### src/rtl/i2c_ast_pkg.sv
package i2c_ast_pkg;
  typedef enum logic [1:0] {
    PH_OTHER     = 2'b00,
    PH_ADDR_ACK  = 2'b01,
    PH_DATA_BITS = 2'b10,
    PH_DATA_ACK  = 2'b11
  } bit_phase_t;

  typedef enum logic [1:0] {
    ST_IDLE    = 2'b00,
    ST_TX_HOLD = 2'b01,
    ST_RX_HOLD = 2'b10
  } hold_st_t;
endpackage

### src/rtl/ast_scl_sync.sv
module ast_scl_sync #(
  parameter int STAGES = 2
) (
  input  logic clk,
  input  logic rst_n,
  input  logic scl_i,
  output logic fall_o
);
  logic [STAGES-1:0] sync_q;
  logic              prev_q;

  genvar g;
  generate
    for (g = 0; g < STAGES; g++) begin : g_stage
      logic stage_d;
      if (g == 0) begin : g_first
        assign stage_d = scl_i;
      end else begin : g_next
        assign stage_d = sync_q[g-1];
      end
      always_ff @(posedge clk or negedge rst_n) begin
        if (!rst_n) sync_q[g] <= 1'b1;
        else        sync_q[g] <= stage_d;
      end
    end
  endgenerate

  always_ff @(posedge clk or negedge rst_n) begin
    if (!rst_n) prev_q <= 1'b1;
    else        prev_q <= sync_q[STAGES-1];
  end

  assign fall_o = prev_q & ~sync_q[STAGES-1];
endmodule

### src/rtl/ast_trigger.sv
module ast_trigger
  import i2c_ast_pkg::*;
#(
  parameter int MODE_W = 4,
  parameter int LVL_W  = 2,
  parameter int DEPTH  = 2
) (
  input  logic [MODE_W-1:0] mode_i,
  input  logic              is_tx_i,
  input  logic [1:0]        phase_i,
  input  logic [LVL_W-1:0]  tx_level_i,
  input  logic [LVL_W-1:0]  rx_level_i,
  output logic              tx_start_o,
  output logic              rx_start_o,
  output logic              tx_clear_o,
  output logic              rx_clear_o
);
  localparam logic [MODE_W-1:0] MODE_OFF = '0;
  localparam logic [MODE_W-1:0] MODE_RSV = '1;
  localparam logic [LVL_W-1:0]  LVL_FULL = LVL_W'(DEPTH);

  logic       enabled;
  logic       tx_empty;
  logic       rx_full;
  bit_phase_t ph;

  always_comb begin
    ph         = bit_phase_t'(phase_i);
    enabled    = (mode_i != MODE_OFF) && (mode_i != MODE_RSV);
    tx_empty   = (tx_level_i == '0);
    rx_full    = (rx_level_i >= LVL_FULL);
    tx_start_o = enabled && is_tx_i && tx_empty &&
                 ((ph == PH_ADDR_ACK) || (ph == PH_DATA_BITS));
    rx_start_o = enabled && !is_tx_i && rx_full && (ph == PH_DATA_ACK);
    tx_clear_o = !tx_empty;
    rx_clear_o = !rx_full;
  end
endmodule

### src/rtl/ast_timer.sv
module ast_timer #(
  parameter int MODE_W = 4
) (
  input  logic              clk,
  input  logic              rst_n,
  input  logic              start_i,
  input  logic              run_i,
  input  logic [MODE_W-1:0] sel_i,
  output logic              expire_o
);
  localparam int CNT_W = (1 << MODE_W) - 1;

  logic [CNT_W-1:0]  cnt_q, cnt_d;
  logic [MODE_W-1:0] sel_q, sel_d;
  logic [CNT_W-1:0]  lim_m1;

  always_comb begin
    lim_m1 = {CNT_W{1'b1}} >> (CNT_W - 1 - int'(sel_q));
    sel_d  = sel_q;
    cnt_d  = cnt_q;
    if (start_i) begin
      sel_d = sel_i;
      cnt_d = '0;
    end else if (run_i) begin
      cnt_d = cnt_q + CNT_W'(1);
    end
    expire_o = run_i && (cnt_q == lim_m1);
  end

  always_ff @(posedge clk or negedge rst_n) begin
    if (!rst_n) begin
      cnt_q <= '0;
      sel_q <= '0;
    end else begin
      cnt_q <= cnt_d;
      sel_q <= sel_d;
    end
  end
endmodule

### src/rtl/i2c_tgt_autostretch.sv
module i2c_tgt_autostretch
  import i2c_ast_pkg::*;
#(
  parameter int MODE_W      = 4,
  parameter int LVL_W       = 2,
  parameter int DEPTH       = 2,
  parameter int SYNC_STAGES = 2
) (
  input  logic              clk,
  input  logic              rst_n,
  input  logic              scl_in,
  input  logic [1:0]        phase_i,
  input  logic              is_tx_i,
  input  logic [LVL_W-1:0]  tx_level_i,
  input  logic [LVL_W-1:0]  rx_level_i,
  input  logic [MODE_W-1:0] mode_i,
  input  logic              status_rd_i,
  output logic              scl_low_en_o,
  output logic              tmo_flag_o
);
  logic     scl_fall;
  logic     tx_start, rx_start, tx_clear, rx_clear;
  logic     expire;
  logic     tmo_evt;
  logic     hold_start;
  hold_st_t st_q, st_d;
  logic     hold_q, hold_d;
  logic     flag_q, flag_d;

  ast_scl_sync #(.STAGES(SYNC_STAGES)) u_sync (
    .clk    (clk),
    .rst_n  (rst_n),
    .scl_i  (scl_in),
    .fall_o (scl_fall)
  );

  ast_trigger #(.MODE_W(MODE_W), .LVL_W(LVL_W), .DEPTH(DEPTH)) u_trig (
    .mode_i     (mode_i),
    .is_tx_i    (is_tx_i),
    .phase_i    (phase_i),
    .tx_level_i (tx_level_i),
    .rx_level_i (rx_level_i),
    .tx_start_o (tx_start),
    .rx_start_o (rx_start),
    .tx_clear_o (tx_clear),
    .rx_clear_o (rx_clear)
  );

  ast_timer #(.MODE_W(MODE_W)) u_timer (
    .clk      (clk),
    .rst_n    (rst_n),
    .start_i  (hold_start),
    .run_i    (hold_q),
    .sel_i    (mode_i),
    .expire_o (expire)
  );

  // Next-state: starts only on an SCL falling edge; buffer release beats timeout.
  always_comb begin
    st_d    = st_q;
    tmo_evt = 1'b0;
    unique case (st_q)
      ST_IDLE: begin
        if (scl_fall && tx_start)      st_d = ST_TX_HOLD;
        else if (scl_fall && rx_start) st_d = ST_RX_HOLD;
      end
      ST_TX_HOLD: begin
        if (tx_clear) begin
          st_d = ST_IDLE;
        end else if (expire) begin
          st_d    = ST_IDLE;
          tmo_evt = 1'b1;
        end
      end
      ST_RX_HOLD: begin
        if (rx_clear) begin
          st_d = ST_IDLE;
        end else if (expire) begin
          st_d    = ST_IDLE;
          tmo_evt = 1'b1;
        end
      end
      default: st_d = ST_IDLE;
    endcase
    hold_start = (st_q == ST_IDLE) && (st_d != ST_IDLE);
    hold_d     = (st_d != ST_IDLE);
    flag_d     = flag_q;
    if (tmo_evt)          flag_d = 1'b1;
    else if (status_rd_i) flag_d = 1'b0;
  end

  always_ff @(posedge clk or negedge rst_n) begin
    if (!rst_n) begin
      st_q   <= ST_IDLE;
      hold_q <= 1'b0;
      flag_q <= 1'b0;
    end else begin
      st_q   <= st_d;
      hold_q <= hold_d;
      flag_q <= flag_d;
    end
  end

  assign scl_low_en_o = hold_q;
  assign tmo_flag_o   = flag_q;
endmodule

### config.mk
export PLATFORM = sky130hd
export DESIGN_NAME = i2c_tgt_autostretch
export DESIGN_NICKNAME = d
export VERILOG_FILES = /design/src/rtl/i2c_ast_pkg.sv /design/src/rtl/ast_scl_sync.sv /design/src/rtl/ast_trigger.sv /design/src/rtl/ast_timer.sv /design/src/rtl/i2c_tgt_autostretch.sv
export SDC_FILE = /design/constraint.sdc
export NUM_CORES = 1
export LEC_CHECK = 0
export BUFFER_PORTS_ARGS = -buffer_cell sky130_fd_sc_hd__buf_2
export CAP_MARGIN = 5
export CORE_MARGIN = 4
export CORE_UTILIZATION = 55
export CTS_BUF_LIST = sky130_fd_sc_hd__clkbuf_4 sky130_fd_sc_hd__clkbuf_8
export DETAILED_ROUTE_END_ITERATION = 7
export PLACE_DENSITY = 0.75
export SLEW_MARGIN = 10
export SYNTH_ARGS = -nofsm -noshare
export SYNTH_HDL_FRONTEND = slang
export SYNTH_HIERARCHICAL = 1
export SYNTH_SLANG_ARGS = --single-unit
export TNS_END_PERCENT = 50
### constraint.sdc
create_clock -name clk -period 4.7 [get_ports clk]
set_input_delay 0.47 -clock clk [delete_from_list [all_inputs] [get_ports clk]]
set_output_delay 0.47 -clock clk [all_outputs]
set_load 0.02 [all_outputs]
# After elaboration in Yosys (flattened, before gate mapping)
# Index checks and enable logic that the tools add are counted.
[word_totals]
register_bits = 26
inputBits = 15
elab_cells = 54
output_inout_bits = 2
[classes]
n_mux = 14
bitwise_logic = 2
addsub = 2
n_eq_ne = 7
n_reduce_logical = 19
order_cmp = 1
n_shift = 1
[op_table]
columns = ["op", "n"]
rows = [
  ["15-bit by 32-bit >> shifter with 15-bit output, first input constant", 1],
  ["15-bit two-way mux", 2],
  ["15-bit by 1-bit adder with 15-bit output, second input constant", 1],
  ["15-bit equality test", 1],
  ["1-bit logical AND", 11],
  ["2-bit two-way mux", 5],
  ["2-bit equality test, second input constant", 3],
  ["2-bit one-hot mux with 3 select lines", 1],
  ["2-bit nonzero test", 3],
  ["1-bit two-way mux", 5],
  ["4-bit by 4-bit subtractor with 5-bit output, first input constant", 1],
  ["2-bit by 1-bit equality test with 1-bit output, second input constant", 2],
  ["2-bit zero test", 2],
  ["4-bit inequality test, second input constant", 1],
  ["4-bit nonzero test", 1],
  ["2-bit greater-or-equal comparator, second input constant", 1],
  ["1-bit one-hot mux with 2 select lines", 1],
  ["1-bit bitwise AND", 1],
  ["1-bit zero test", 1],
  ["1-bit logical OR", 1],
  ["1-bit NOT", 1],
]

# Longest topological paths before layout
[logic_depth]
word_depth = 12
depth_mapped = 17
ltp_nobuf = 16

# Hierarchy
# Netlist, hierarchy kept.
[by_module_without_submodules]
columns = ["mod", "cells_per_inst", "instances", "seq_area_each_um2", "area_per_inst_um2"]
rows = [
  ["ast_timer", 159, 1, 475.5, 1423.9],
  ["i2c_tgt_autostretch", 32, 1, 100.1, 310.3],
  ["ast_scl_sync", 4, 1, 78.8, 92.6],
  ["ast_trigger", 9, 1, 0.0, 60.1],
]

# Worst setup path after synthesis
# OpenSTA, ideal clock, no wires.
[synth_path]
path_type = "reg-to-reg"
startpoint = "reg u_timer.sel_q[0]"
endpoint = "reg u_timer.cnt_q[13]"
synth_period_minus_slack_ns = 3.560
n_path_buf = 1
arrival_ns = 3.426
stages_incl_launch_ff = 18
path_slack_ns = 1.140
setup_ns = 0.134
t_required_ns = 4.566
path_cell_list = "dfrtp_1 -> ha_1 -> clkbuf_1 -> nand2b_1 -> a221oi_2 -> xor2_1 -> nand2_1 -> or4_1 -> nor4_2 -> inv_1 -> o221ai_2 -> a311oi_1 -> o21ai_0 -> nor2_1 -> nand3_1 -> nor3_1 -> xnor2_1 -> nor2_1"
[synth_via]
elab_chain_cells = 10
word_cells_on_any_way = 12
classes_between = "add/sub: 1; eq/ne: 1; shift: 1; mux: 5; reduce/logical: 4"
[synth_rtl]
columns = ["element", "line", "source"]
rows = [
  ["start, declared", "ast_timer.sv:14", "logic [MODE_W-1:0] sel_q, sel_d;"],
  ["start signal, assigned", "ast_timer.sv:36", "sel_q <= sel_d;"],
  ["4-bit by 4-bit subtractor with 5-bit output (*)", "ast_timer.sv:18", "lim_m1 = {CNT_W{1'b1}} >> (CNT_W - 1 - int'(sel_q));"],
  ["15-bit by 32-bit >> shifter with 15-bit output (*)", "ast_timer.sv:18", ""],
  ["15-bit equality test (*)", "ast_timer.sv:27", "expire_o = run_i && (cnt_q == lim_m1);"],
  ["1-bit logical AND (*)", "ast_timer.sv:27", ""],
  ["via expire", "i2c_tgt_autostretch.sv:23", "logic expire;"],
  ["2-bit two-way mux (*)", "i2c_tgt_autostretch.sv:70, i2c_tgt_autostretch.sv:78", ""],
  ["2-bit two-way mux, on equally long branches", "i2c_tgt_autostretch.sv:76, i2c_tgt_autostretch.sv:68", ""],
  ["2-bit one-hot mux with 3 select lines (*)", "i2c_tgt_autostretch.sv:62", "unique case (st_q)"],
  ["2-bit nonzero test (*)", "i2c_tgt_autostretch.sv:85", "hold_start = (st_q == ST_IDLE) && (st_d != ST_IDLE);"],
  ["1-bit logical AND (*)", "i2c_tgt_autostretch.sv:85", ""],
  ["via hold_start", "i2c_tgt_autostretch.sv:25", "logic hold_start;"],
  ["15-bit two-way mux or 2-bit nonzero test (tied branches)", "--", ""],
  ["end signal, assigned", "ast_timer.sv:35", "cnt_q <= cnt_d;"],
  ["end, declared", "ast_timer.sv:13", "logic [CNT_W-1:0] cnt_q, cnt_d;"],
]
# Mark *: on every way through the listed nets, which the timed path passes. The rest lies on a longest branch.
# A chain may end at the register's enable or synchronous reset.

# Worst setup path after layout
# Same ends and word-level chain as after synthesis.

==> key figures <==
Logic synthesis
  • Area leader, netlist: dfrtp_1
  • Post-synth top cells: dfrtp_1, nor2_1, nand2_1
  • Synth Cell Area: 1887 sq um
  • Syn avg cell area: 9.249 sq um
  • Post-Syn Nets: 226
  • Count leader, synth: dfrtp_1
  • Post-Synthesis Cells: 204
  • Post-synth top flop: dfrtp_1
  • Netlist cell types: 62
  • Seq/Total Area, Yosys: 34.68%
  • Post-synth EDFFs: 0
  • Yosys warns: 6
  • Share of the synthesized area in the top cell type: 30.50%
  • Async set or reset register ratio after synthesis: 100.0%
  • Synth area leaders: dfrtp_1, ha_1, dfstp_2, xor2_1, nor2_1
  • #FFs+latches synth: 26

Route
  • Overall routed net length: 3.946 mm
  • Detailed-route via count: 1602
  • Final ANT Viol Nets: 0
  • Residual DRC: 0
  • DRT iter0 DRCs: 126
  • Pre-antenna DRT Iters: 4
  • DR vias/cell: 6.162
  • Routed wire length per instance: 15.18 microns

Floorplanning
  • I/O pin total: 17
  • Die height: 66.57 microns
  • Die X: 66.57 microns
  • Site Rows: 21
  • Core box area: 3337 sq um
  • DIE AREA: 4432 sq um
  • Starting Density: 56.54%

Clocking
  • CTS tree: done
  • CTS clock-pin slew for the worst setup and hold paths: 140 ps
  • Clk sinks: 26
  • # resized after CTS: 0
  • Inserted Clock Buffers: 3
  • Clock latency on the worst-skew pair: 320 ps
  • Hold buffers post-CTS: 0
  • Post-CTS setup buffer count: 0
  • H-tree depth: 1
  • Max Root-Sink Buffers: 2
  • Root buffer cell: clkbuf_4

Place
  • GPL Wtd Cong: 0.8430
  • Buffers on Ports: 15
  • DP Wirelength: 2.977 mm

Power
  • Max VDD drop: 0.0003692 V
  • Leak Pwr: 0.8390 nW
  • Pwr Total: 1.161 mW
  • Power density over the cells: 568.5 nW/um^2

STA
  • Relative slew slack: 51.30%
  • Worst slew pin tran: 723.9 ps
  • Hold Fails Final Rpt: 0
  • Clock Skew: 6.595 ps
  • Minimum clock period: 4268 ps
  • Setup violations, final: 0
  • Setup TNS Final: 0 ps
  • Fmax: 0.2343 GHz
  • RSZ-0062 raised after global routing: no
  • Crit share post-route: 90.80%
  • Final slew viol count: 0

Min path
  • Hold/Removal Path Class: in -> async

Global route
  • All-Layer GR Usage: 19.64%
  • Vias in the first global route: 1561
  • Grt ovf: 0
  • Largest net degree at the start of global routing: 27
  • First-pass GRT wire length: 6.851 mm
  • Initial antenna violation count: 0

Cells and area
  • Ant. Diodes: 0
  • Share of layout cells above drive strength 1: 21.96%
  • Fill count: 300
  • Syn-to-layout area delta: 8.223%
  • Nets: 237

Worst setup path
  • R2r setup slk: 430 ps
  • CP Launch Type: register
  • CP Data Required Time: 4920 ps
  • Critical path arrival: 4490 ps
  • Maximum fanout along the worst path: 14
  • Worst Setup End Kind: register
  • Critical path class: reg -> reg

Outcome
  • Outcome: finished clean

Flow run
  • Max-cap violation count: 0
==> flip-flops by register name, indices dropped and copies added, names as in the netlist <==
name	cells
u_timer/sel_q	4
u_sync/prev_q	1
u_sync/sync_q	1
tmo_flag_o	1
st_q	2
u_sync/g_stage.stage_d	1
scl_low_en_o	1
u_timer/cnt_q	15
==> path summary, 6_finish.rpt <==
path	from	endpoint	cells after the start
setup reg to reg	u_timer/sel_q[0]$_DFFE_PN0P_	u_timer/cnt_q[13]$_DFFE_PN0P_	16
hold reg to reg	u_sync/g_stage[1].stage_d$_DFF_PN1_	u_sync/sync_q[1]$_DFF_PN1_	0
max in group asynchronous	rst_n	u_sync/g_stage[1].stage_d$_DFF_PN1_	1
setup / recovery	u_timer/sel_q[0]$_DFFE_PN0P_	u_timer/cnt_q[13]$_DFFE_PN0P_	16
min in group clk	scl_in	u_sync/g_stage[1].stage_d$_DFF_PN1_	1
hold / removal	rst_n	u_timer/cnt_q[14]$_DFFE_PN0P_	1
==> kinds of logic after synthesis <==
kind of cell / after synthesis / share of synthesized area [%]
buffers and inverters: 19 / 4.243
xor gates and xnor gates: 17 / 8.290
adders and majority gates: 7 / 4.642
muxes: 8 / 4.509
DFF: 26 / 34.68
and+or+nand+nor: 78 / 23.81
AOI/OAI and AO/OA: 49 / 19.83
==> cell usage in the layout, fill, tap and decap left out, types with 3 or more instances in the layout <==
cell type,netlist,final
dfrtp_1,23,23
nor2_1,20,20
buf_2,1,15
nand2_1,10,10
inv_1,9,9
o21ai_0,9,9
xor2_1,9,9
xnor2_1,7,7
nand3_1,7,7
o211ai_1,6,6
a21oi_1,6,6
ha_1,7,6
nor2b_1,6,6
nor3_1,5,5
mux2i_1,4,4
mux2_2,4,4
a31oi_1,3,3
clkbuf_4,0,3
dfstp_2,3,3
nand4_1,3,3
nor4_1,3,3
==> final cells by class <==
class,instances,area (sq um),area share (%)
Multi-Input combinational cell,159,1161,56.86
Sequential cell,26,654.4,32.05
Timing Repair Buffer,16,82.58,4.044
Tap cell,46,57.56,2.819
Inverter,9,33.78,1.654
Clock inverter,1,30.03,1.471
Clock buffer,3,22.52,1.103
==> power breakdown <==
group | switching, mW | internal (mW)
Combinational | 0.353 | 0.298
Sequential | 0.0938 | 0.264
Clock | 0.0651 | 0.0862
Total | 0.512 | 0.649
==> critical path, cell delays in order (launching register included) <==
cell and delay, ps:
dfrtp_1 550, ha_2 400, xor2_2 420, nand2_2 110, a311oi_2 290, a21oi_1 70
or4_1 540, nor4_2 380, inv_1 140, o221ai_2 100, a311oi_2 130, o21ai_0 360
nor2_1 130, nand3_1 230, nor3_1 100, xnor2_1 150, nor2_1 50
==> routing by layer <==
metal  global-route usage, %  vias up  part of all wire [%]
li1                        -      765                     -
met1                   25.24      800                    47
met2                   35.15       33                    50
met3                   2.024        4                   2.4
met4                   4.569        0                  0.43
met5                       0        -                     0
==> metrics by stage <==
stage	worst slack [ps]	cell area, sq um	util (%)	instances	hold slack (ps)
2_1_floorplan	1140	1887	-	204	174.4
3_3_place_gp	506.5	1987	59.54	256	349.6
3_5_place_dp	392.6	1987	59.54	256	347.5
4_1_cts	363.7	2039	61.12	260	131.0
5_1_grt	73.84	2042	61.19	260	158.8
6_report	432.2	2042	61.19	260	124.1
Power figures use the tool's default switching activity.
